`src/rtl/bm_pkg.sv`:
```
package bm_pkg;
   localparam int unsigned BYTE_W   = 8;
   localparam logic [1:0]  SEL_CMD  = 2'd0;
   localparam logic [1:0]  SEL_MODE = 2'd1;
   localparam logic [1:0]  SEL_STAT = 2'd2;
   localparam logic [1:0]  SEL_TIM  = 2'd3;
   // status bit roles
   localparam int unsigned ST_ACT   = 0;
   localparam int unsigned ST_ERR   = 1;
   localparam int unsigned ST_INT   = 2;
   localparam logic [7:0]  ST_DIRECT = 8'h60;
   localparam logic [7:0]  ST_W1C    = 8'h06;
   localparam logic [7:0]  ST_RO     = 8'h01;
   // mode byte layout
   localparam int unsigned MODE_PEND_LSB = 2;
   localparam int unsigned MODE_BLK_LSB  = 4;
endpackage

```
`src/rtl/bm_chan_regs.sv`:
```
module bm_chan_regs
   import bm_pkg::*;
#(
   parameter int unsigned DW = BYTE_W
) (
   input  logic          clk,
   input  logic          rst_n,
   input  logic          we,
   input  logic [1:0]    sel,
   input  logic [DW-1:0] wdata,
   input  logic          err_set,
   input  logic          int_set,
   output logic [DW-1:0] cmd_q,
   output logic [DW-1:0] stat_q,
   output logic [DW-1:0] tim_q
);
   logic [DW-1:0] cmd_d, stat_d, tim_d;

   initial assert (DW == 8) else $error("bm_chan_regs: DW must be 8");

   always_comb begin
      cmd_d  = cmd_q;
      stat_d = stat_q;
      tim_d  = tim_q;
      if (we) begin
         case (sel)
            SEL_CMD: begin
               cmd_d          = wdata;
               stat_d[ST_ACT] = wdata[0];
            end
            SEL_STAT: stat_d = (wdata & ST_DIRECT) | (stat_q & ST_RO)
                             | (stat_q & ~wdata & ST_W1C);
            SEL_TIM:  tim_d  = wdata;
            default:  ;
         endcase
      end
      if (err_set) stat_d[ST_ERR] = 1'b1;
      if (int_set) stat_d[ST_INT] = 1'b1;
   end

   always_ff @(posedge clk) begin
      if (!rst_n) begin
         cmd_q  <= '0;
         stat_q <= '0;
         tim_q  <= '0;
      end else begin
         cmd_q  <= cmd_d;
         stat_q <= stat_d;
         tim_q  <= tim_d;
      end
   end


   tim_wr_chk: assert property (@(posedge clk) disable iff (!rst_n)
      (we && sel == SEL_TIM) |=> tim_q == $past(wdata));

   w1c_chk: assert property (@(posedge clk) disable iff (!rst_n)
      (we && sel == SEL_STAT && !err_set && !int_set)
      |=> stat_q[2:1] == ($past(stat_q[2:1]) & ~$past(wdata[2:1])));

   hw_prio_chk: assert property (@(posedge clk) disable iff (!rst_n)
      int_set |=> stat_q[ST_INT]);

   act_copy_chk: assert property (@(posedge clk) disable iff (!rst_n)
      (we && sel == SEL_CMD) |=> stat_q[ST_ACT] == $past(wdata[0]));
endmodule

```
`src/rtl/bm_mode_reg.sv`:
```
module bm_mode_reg
   import bm_pkg::*;
#(
   parameter int unsigned NUM_CH = 2,
   parameter int unsigned DW     = BYTE_W
) (
   input  logic              clk,
   input  logic              rst_n,
   input  logic              we,
   input  logic [DW-1:0]     wdata,
   input  logic [NUM_CH-1:0] chan_irq,
   output logic [DW-1:0]     mode_q,
   output logic              irq_out
);
   logic [NUM_CH-1:0] pend_q, blk_q, live;

   initial assert (MODE_BLK_LSB + NUM_CH <= DW)
      else $error("bm_mode_reg: channel bits do not fit");

   always_ff @(posedge clk) begin
      if (!rst_n) begin
         pend_q <= '0;
         blk_q  <= '0;
      end else begin
         pend_q <= chan_irq;
         if (we) blk_q <= wdata[MODE_BLK_LSB +: NUM_CH];
      end
   end

   generate
      for (genvar c = 0; c < NUM_CH; c++) begin : g_live
         assign live[c] = pend_q[c] & ~blk_q[c];
      end
   endgenerate

   always_comb begin
      mode_q = '0;
      mode_q[MODE_PEND_LSB +: NUM_CH] = pend_q;
      mode_q[MODE_BLK_LSB  +: NUM_CH] = blk_q;
   end

   assign irq_out = |live;


   blk_hold_chk: assert property (@(posedge clk) disable iff (!rst_n)
      !we |=> $stable(mode_q[MODE_BLK_LSB +: NUM_CH]));

   pend_track_chk: assert property (@(posedge clk) disable iff (!rst_n)
      1'b1 |=> mode_q[MODE_PEND_LSB +: NUM_CH] == $past(chan_irq));

   all_blocked_chk: assert property (@(posedge clk) disable iff (!rst_n)
      (&mode_q[MODE_BLK_LSB +: NUM_CH]) |-> !irq_out);
endmodule

```
`src/rtl/bm_regfile.sv`:
```
module bm_regfile
   import bm_pkg::*;
#(
   parameter int unsigned NUM_CH = 2,
   parameter int unsigned DW     = BYTE_W,
   localparam int unsigned AW    = $clog2(NUM_CH) + 3
) (
   input  logic              clk,
   input  logic              rst_n,
   input  logic [AW-1:0]     bus_addr,
   input  logic              bus_we,
   input  logic [DW-1:0]     bus_wdata,
   output logic [DW-1:0]     bus_rdata,
   input  logic [NUM_CH-1:0] chan_irq,
   input  logic [NUM_CH-1:0] dma_err_set,
   input  logic [NUM_CH-1:0] dma_int_set,
   output logic              irq_out
);
   localparam int unsigned CW = AW - 3;

   logic [CW-1:0] ch_sel;
   logic [1:0]    byte_sel;
   logic          in_regs;
   logic          mode_we;
   logic [DW-1:0] mode_q;
   logic [DW-1:0] cmd_q  [NUM_CH];
   logic [DW-1:0] stat_q [NUM_CH];
   logic [DW-1:0] tim_q  [NUM_CH];

   initial assert (NUM_CH == 2) else $error("bm_regfile: two channels only");

   assign ch_sel   = bus_addr[AW-1:3];
   assign byte_sel = bus_addr[1:0];
   assign in_regs  = ~bus_addr[2];
   assign mode_we  = bus_we & in_regs & (byte_sel == SEL_MODE);

   generate
      for (genvar c = 0; c < NUM_CH; c++) begin : g_ch
         logic ch_we;
         assign ch_we = bus_we & in_regs & (ch_sel == CW'(c));
         bm_chan_regs #(.DW(DW)) u_chan (
            .clk     (clk),
            .rst_n   (rst_n),
            .we      (ch_we),
            .sel     (byte_sel),
            .wdata   (bus_wdata),
            .err_set (dma_err_set[c]),
            .int_set (dma_int_set[c]),
            .cmd_q   (cmd_q[c]),
            .stat_q  (stat_q[c]),
            .tim_q   (tim_q[c])
         );
      end
   endgenerate

   bm_mode_reg #(.NUM_CH(NUM_CH), .DW(DW)) u_mode (
      .clk      (clk),
      .rst_n    (rst_n),
      .we       (mode_we),
      .wdata    (bus_wdata),
      .chan_irq (chan_irq),
      .mode_q   (mode_q),
      .irq_out  (irq_out)
   );

   always_comb begin
      bus_rdata = '0;
      if (in_regs) begin
         case (byte_sel)
            SEL_CMD:  bus_rdata = cmd_q[ch_sel];
            SEL_MODE: bus_rdata = mode_q;
            SEL_STAT: bus_rdata = stat_q[ch_sel];
            default:  bus_rdata = tim_q[ch_sel];
         endcase
      end
   end


   reset_quiet_chk: assert property (@(posedge clk)
      !rst_n |=> !irq_out);

   mode_pad_chk: assert property (@(posedge clk) disable iff (!rst_n)
      mode_q[1:0] == 2'b00 && mode_q[DW-1:6] == '0);
endmodule

```
`config.mk`:
```
export PLATFORM = sky130hd
export DESIGN_NAME = bm_regfile
export DESIGN_NICKNAME = d
export VERILOG_FILES = /design/src/rtl/bm_pkg.sv /design/src/rtl/bm_chan_regs.sv /design/src/rtl/bm_mode_reg.sv /design/src/rtl/bm_regfile.sv
export SDC_FILE = /design/constraint.sdc
export NUM_CORES = 1
export LEC_CHECK = 0
export BUFFER_PORTS_ARGS = -buffer_cell sky130_fd_sc_hd__buf_2
export CAP_MARGIN = 30
export CORE_UTILIZATION = 31
export DETAILED_ROUTE_END_ITERATION = 7
export GPL_ROUTABILITY_DRIVEN = 0
export GPL_TIMING_DRIVEN = 0
export PLACE_DENSITY = 0.53
export REMOVE_ABC_BUFFERS = 1
export SETUP_SLACK_MARGIN = 0.05
export SYNTH_ARGS = -nofsm -noshare
export SYNTH_HDL_FRONTEND = slang
export SYNTH_HIERARCHICAL = 1
export SYNTH_SLANG_ARGS = --single-unit
export TNS_END_PERCENT = 1
```
`constraint.sdc`:
```
create_clock -name clk -period 1.3 [get_ports clk]
set_input_delay 0 -clock clk [delete_from_list [all_inputs] [get_ports clk]]
set_output_delay 0 -clock clk [all_outputs]
set_load 0.05 [all_outputs]
```
==> results of run 1 <==
## flip-flops by register name, indices dropped and copies added, names as in the netlist, named ones only
| register | count |
|---|---|
| u_mode/pend_q | 2 |
| u_mode/blk_q | 2 |
| g_ch.u_chan/stat_q | 8 |
| g_ch.u_chan/cmd_q | 16 |
| g_ch.u_chan/tim_q | 16 |
## kinds of logic (layout without fill, tap and decap cells)
group,Yosys count,in the layout,share of synthesized area
AND/OR/NAND/NOR,81,81,0.1556
multiplexers,65,65,0.2796
flip-flops,46,46,0.3817
buffers and inverters,33,56,0.09439
AO/OA/AOI/OAI,25,25,0.08402
other,3,10,0.004668
## layer usage
metal  wire (um)  vias up
met5           0        -
met4          19        0
met3         205        2
met2        2284       32
met1        3135      851
li1            -      918
## where the power goes
group	switching (uW)	leakage (uW)	internal, uW	total, uW
registers	15.1	0.000378	1440	1450
logic	268	0.000808	183	451
clock network	454	0.0000383	371	825
## layout make-up
cell class	instances	area [um^2]
flip-flops and latches	46	933.4
repair buffers	42	350.3
multi-input cells	181	1380
well taps	99	123.9
inverters	7	26.28
fillers	751	4479
clock buffers	7	76.32
## what timing repair did
| item | in CTS | in global routing |
|---|---|---|
| pin swaps | 8 | 0 |
| resized for setup | 42 | 7 |
| hold endpoints to repair | 14 | 0 |
| setup buffers | 0 | 0 |
| gates cloned | 0 | 0 |
| setup endpoints to repair | 32 | 20 |
| hold buffers | 10 | 0 |
## synth_stat cells (2+ instances only)
cell type and number:
and3b_1 2, dfxtp_1 46, mux2i_1 49, a221oi_1 7
nor3b_2 2, nor2b_1 2, nand3b_1 2, nand3_2 2
inv_1 7, o221ai_1 6, a31oi_1 4, nand2b_1 3
buf_12 2, conb_1 3, o21ai_0 4, nand2_1 61
buf_2 5, mux2_2 15, and2_1 3, buf_4 15
nor2_1 3
## metrics by stage
stage | setup slack, ps | utilization | instance area (um^2)
2_1_floorplan | -500.2 | - | 2237
3_3_place_gp | -894.9 | 0.3401 | 2506
3_5_place_dp | -774.9 | 0.3458 | 2549
4_1_cts | -184.7 | 0.3903 | 2877
5_1_grt | -237.5 | 0.3922 | 2890
6_report | -174.6 | 0.3922 | 2890
## how the worst max path moves through the flow
stage                                    endpoint                     from  slack (ps)
after floorplan                      bus_rdata[0]  g_ch[0].u_chan/cmd_q[0]        -500
after global placement    g_ch[1].u_chan/cmd_q[5]              bus_addr[3]        -890
after detailed placement  g_ch[1].u_chan/cmd_q[0]              bus_addr[3]        -770
after CTS                            bus_rdata[1]  g_ch[1].u_chan/cmd_q[1]        -180
after global routing                 bus_rdata[1]  g_ch[1].u_chan/cmd_q[1]        -240
final                                bus_rdata[1]  g_ch[1].u_chan/cmd_q[1]        -170
## worst min-delay path: stages
cell and delay (ps):
buf_2 100, nand2_1 80, mux2i_1 70
==> out/qor.yml, run 1 <==
route:
  antenna_left: 0
  via_count: 1803
  wl_um: 5645
  drc: 0
  wl_per_cell_um: 14.78
  drt_pass1_iterations: 4
  drt-initial-drc-count: 63
  drt-vias-per-instance: 4.720
sta:
  fmax_ghz: 0.6782
  holdWs_ps: 16.35
  setup_violations: 8
  hold_violations: 0
  timing.final.max_slew_violations: 0
  worst_slew_pin_slew_ps: 562.5
  fin_worst_skew_ps: 0
  fin_crit_ps: 1475
  fin_crit_sh: 1.134
  relSlewSlack: 0.6246
  rsz0062_at_grt: "yes"
  setup_tns_ps: -1137
  setup_slack_ps: -174.6
floorplanning:
  start_util: 0.3273
  core-area_mm2: 0.007370
  die_h_um: 90.22
  rows: 31
  die_w_um: 90.22
  io_pins: 30
  die_area_mm2: 0.008139
global_route:
  grt-busiest-layer: "met1"
  met2_usage: 0.2137
  met3_usage: 0.03046
  met1_usage: 0.2204
  gr-usage-all-layers: 0.1471
  grt_overflow: 0
  grt_max_degree: 45
  grt_pass1_vias: 1792
  grt_pass1_wl_um: 9342
  antenna_found_initial: 0
critical_path:
  cp_max_fo: 2
  critPathCaptureType: "output pin"
  r2r_setup_slack_ps: 130
  crit_required_ps: 1300
  path_delay_family: "multiplexers"
  reg2regPathDepth: 3
  crit_top_cell: "mux2_2"
  startpoint_type: "register"
  cp.arrival_ps: 1470
  slowest_stage: "dfxtp_2"
  crit_cells: 4
  worstPathCellList: "mux2_2 > mux2_2 > o21a_1 > buf_6"
  r2r-end: "g_ch[1].u_chan/stat_q[1]"
  worstSetupPathType: "register to output pin"
  reg2reg_from: "g_ch[1].u_chan/stat_q[1]"
  slowest_delay_ps: 330
  cp_num_buf_inv: 1
worst_hold_path:
  hold_path.class: "primary input to register"
  whs_path_depth: 3
  holdCritStartpoint: "bus_wdata[0]"
run_status:
  violations: "negative setup slack"
  status: "complete, but fails checks"
synthesis:
  yosysTopAreaCell: "dfxtp_1"
  synth_area_leaders: "dfxtp_1, mux2i_1, nand2_1"
  synth_edf_count: 0
  seq_area_frac_synth: 0.3817
  synthFlopType: "dfxtp_1"
  yosysWarningCount: 6
  synthArstFlopShare: 0
  yosysUniqueCellTypes: 31
  synth-seq-cells: 46
  synthesis.area_mm2: 0.002412
  syn_avg_cell_area_um2: 9.535
  synth_top_area_frac: 0.3817
  synth_cells: 253
final_layout:
  fin_nets: 304
  fin_cells: 382
  antenna_cells: 0
  final_common_cell: "nand2_1"
  syn_to_final_growth_pct: 19.81
  layout_common_cells: "nand2_1, mux2i_1, dfxtp_1, buf_2, mux2_2"
  drive_above_1_share: 0.2968
clock_tree:
  cts_tree: "done"
  clk_latency_ps: 290
  max-clock-path-buffers: 2
  clk_root_buffer_cell: "clkbuf_8"
  clkTransAtPathRegs_ps: 80
  cts_made_buffers: 5
  ctsHtreeMaxLevel: 2
  cts_sinks: 46
flow_run:
  drv_cap: 0
pwr:
  finalPower_uw: 2729
  ir_drop_v: 0.0004201
  p_leak_uw: 0.001225
  power_density_mw_per_mm2: 944.1
place:
  numPlacedInstances: 365
  place_hpwl_um: 3588
  portBuffers: 29
(Power assumes the default switching activity.)
==> inputs of run 2 (changes only) <==
==> constraint.sdc (replaced) <==
create_clock -name clk -period 1.3 [get_ports clk]
set_input_delay 0.13 -clock clk [delete_from_list [all_inputs] [get_ports clk]]
set_output_delay 0.13 -clock clk [all_outputs]
set_load 0.05 [all_outputs]
==> run 2 against run 1 <==
  * The run still ends with negative setup slack left
  * Via count decreased by 3.0%
  * Die area unchanged
  * Global-route usage decreased by 0.11 points
  * Worst setup slack got worse by 130 ps
  * Utilization decreased by 0.83 points
  * Flip-flop and latch count unchanged
  * Final cell count decreased by 2.6%
  * Sequential power about the same
  * Clock skew unchanged
  * Critical path depth unchanged
  * Critical path type unchanged
  * Highest routed layer unchanged
==> out/qor.yml, run 2 (synthesis results as in run 1) <==
final_layout:
  final_cell_area_mm2: 0.002829
  layout_common_cells: "nand2_1, mux2i_1, dfxtp_1, buf_2, mux2_2"
  reg_top3: "g_ch.u_chan/cmd_q x16, g_ch.u_chan/tim_q x16, g_ch.u_chan/stat_q x8"
  antenna_cells: 0
  final_common_cell: "nand2_1"
  final_core_util: 0.3839
  drive_above_1_share: 0.3150
  nFillCells: 742
  syn_to_final_growth_pct: 17.27
  fin_nets: 294
sta:
  rsz0062_at_grt: "yes"
  setup_violations: 8
  setup_tns_ps: -1794
  fin_crit_ps: 1601
  fin_worst_skew_ps: 0
  hold_violations: 0
  timing.final.max_slew_violations: 0
  fin_crit_sh: 1.232
  fmax_ghz: 0.6244
  setup_slack_ps: -301.4
  worst_slew_pin_slew_ps: 542.0
  relSlewSlack: 0.6383
clock_tree:
  cts_made_buffers: 5
  clkTransAtPathRegs_ps: 80
  cts_tree: "done"
  clk_root_buffer_cell: "clkbuf_8"
  clk_latency_ps: 290
  ctsHtreeMaxLevel: 2
  cts_sinks: 46
  max-clock-path-buffers: 2
route:
  antenna_left: 0
  drt-initial-drc-count: 70
  wl_per_cell_um: 14.91
  drt_pass1_iterations: 4
  drt-vias-per-instance: 4.702
  drc: 0
  via_count: 1749
  wl_um: 5548
pwr:
  intPower_uw: 1980
  switching_share: 0.2705
  p_leak_uw: 0.001202
  ir_drop_v: 0.0004351
  power_density_mw_per_mm2: 959.5
  pwr-share-clk: 0.303
  pwr-share-comb: 0.162
  p_switching_uw: 734.1
  p_seq_frac: 0.535
global_route:
  antenna_found_initial: 0
  gr-usage-all-layers: 0.1460
  grt_max_degree: 45
  grt_overflow: 0
  grt_pass1_wl_um: 9266
  grt_pass1_vias: 1760
critical_path:
  startpoint_type: "register"
  critPathCaptureType: "output pin"
  cp.arrival_ps: 1470
  worstSetupPathType: "register to output pin"
  crit_required_ps: 1170
  cp_max_fo: 2
  reg2regPathDepth: 2
place:
  place_hpwl_um: 3588
  dp_slack_ps: -904.9
  placed_cell_area_mm2: 0.002549
  portBuffers: 29
floorplanning:
  io_pins: 30
  start_util: 0.3273
  core-area_mm2: 0.007370
  die_area_mm2: 0.008139
  die_h_um: 90.22
  rows: 31
  die_w_um: 90.22
run_status:
  status: "complete, but fails checks"
  violations: "negative setup slack"
worst_hold_path:
  whs_path_depth: 2
  hold_path.class: "primary input to register"
flow_run:
  drv_cap: 0
run 2: power groups by stage:
stage | Sequential [uW] | Clock (uW) | Combinational, uW
2_1_floorplan | 1480 | 0 | 211
3_3_place_gp | 1480 | 0 | 360
3_5_place_dp | 1480 | 0 | 371
4_1_cts | 1450 | 871 | 435
5_1_grt | 1460 | 938 | 477
6_report | 1450 | 821 | 441
run 2: worst max-delay path, cell delays in order, from the launching register on:
cell and delay, ps:
dfxtp_2 320, mux2_2 260, mux2_2 250, o21a_1 190, buf_6 160
run 2: final cells by class:
class	count	area, um^2	area share
inverter	7	26.28	0.009288
sequential	46	932.1	0.3295
timing repair buffer	32	259.0	0.09155
tap	99	123.9	0.04379
multi-input combinational	181	1411	0.4989
clock buffer	7	76.32	0.02698
run 2: layer usage:
metal | GRT usage | vias to the layer above | part of all wire
met3 | 0.03130 | 2 | 0.046
met5 | 0 | - | 0
met4 | 0.03226 | 0 | 0.0034
met1 | 0.2225 | 807 | 0.55
li1 | - | 903 | -
met2 | 0.2067 | 37 | 0.40
run 2: through the flow:
step	power [uW]	hold WS, ps	instances
2_1_floorplan	1691	230.2	234
3_3_place_gp	1844	335.5	362
3_5_place_dp	1855	341.1	365
4_1_cts	2757	31.16	372
5_1_grt	2871	48.47	372
6_report	2714	48.46	372
run 2: path summary, 6_finish.rpt:
path	startpoint	to	slack (ps)
max reg2reg	u_mode/blk_q[0]	u_mode/blk_q[0]	640
max	g_ch[1].u_chan/cmd_q[1]	bus_rdata[1]	-300
min reg2reg	g_ch[1].u_chan/cmd_q[1]	g_ch[1].u_chan/cmd_q[1]	450
min	chan_irq[1]	u_mode/pend_q[1]	50
run 2: what timing repair did:
item                       in CTS  in global routing
pin swaps                       6                  0
hold buffers                    0                  0
setup endpoints to repair      33                 13
setup buffers                   0                  0
resized for setup              51                  4
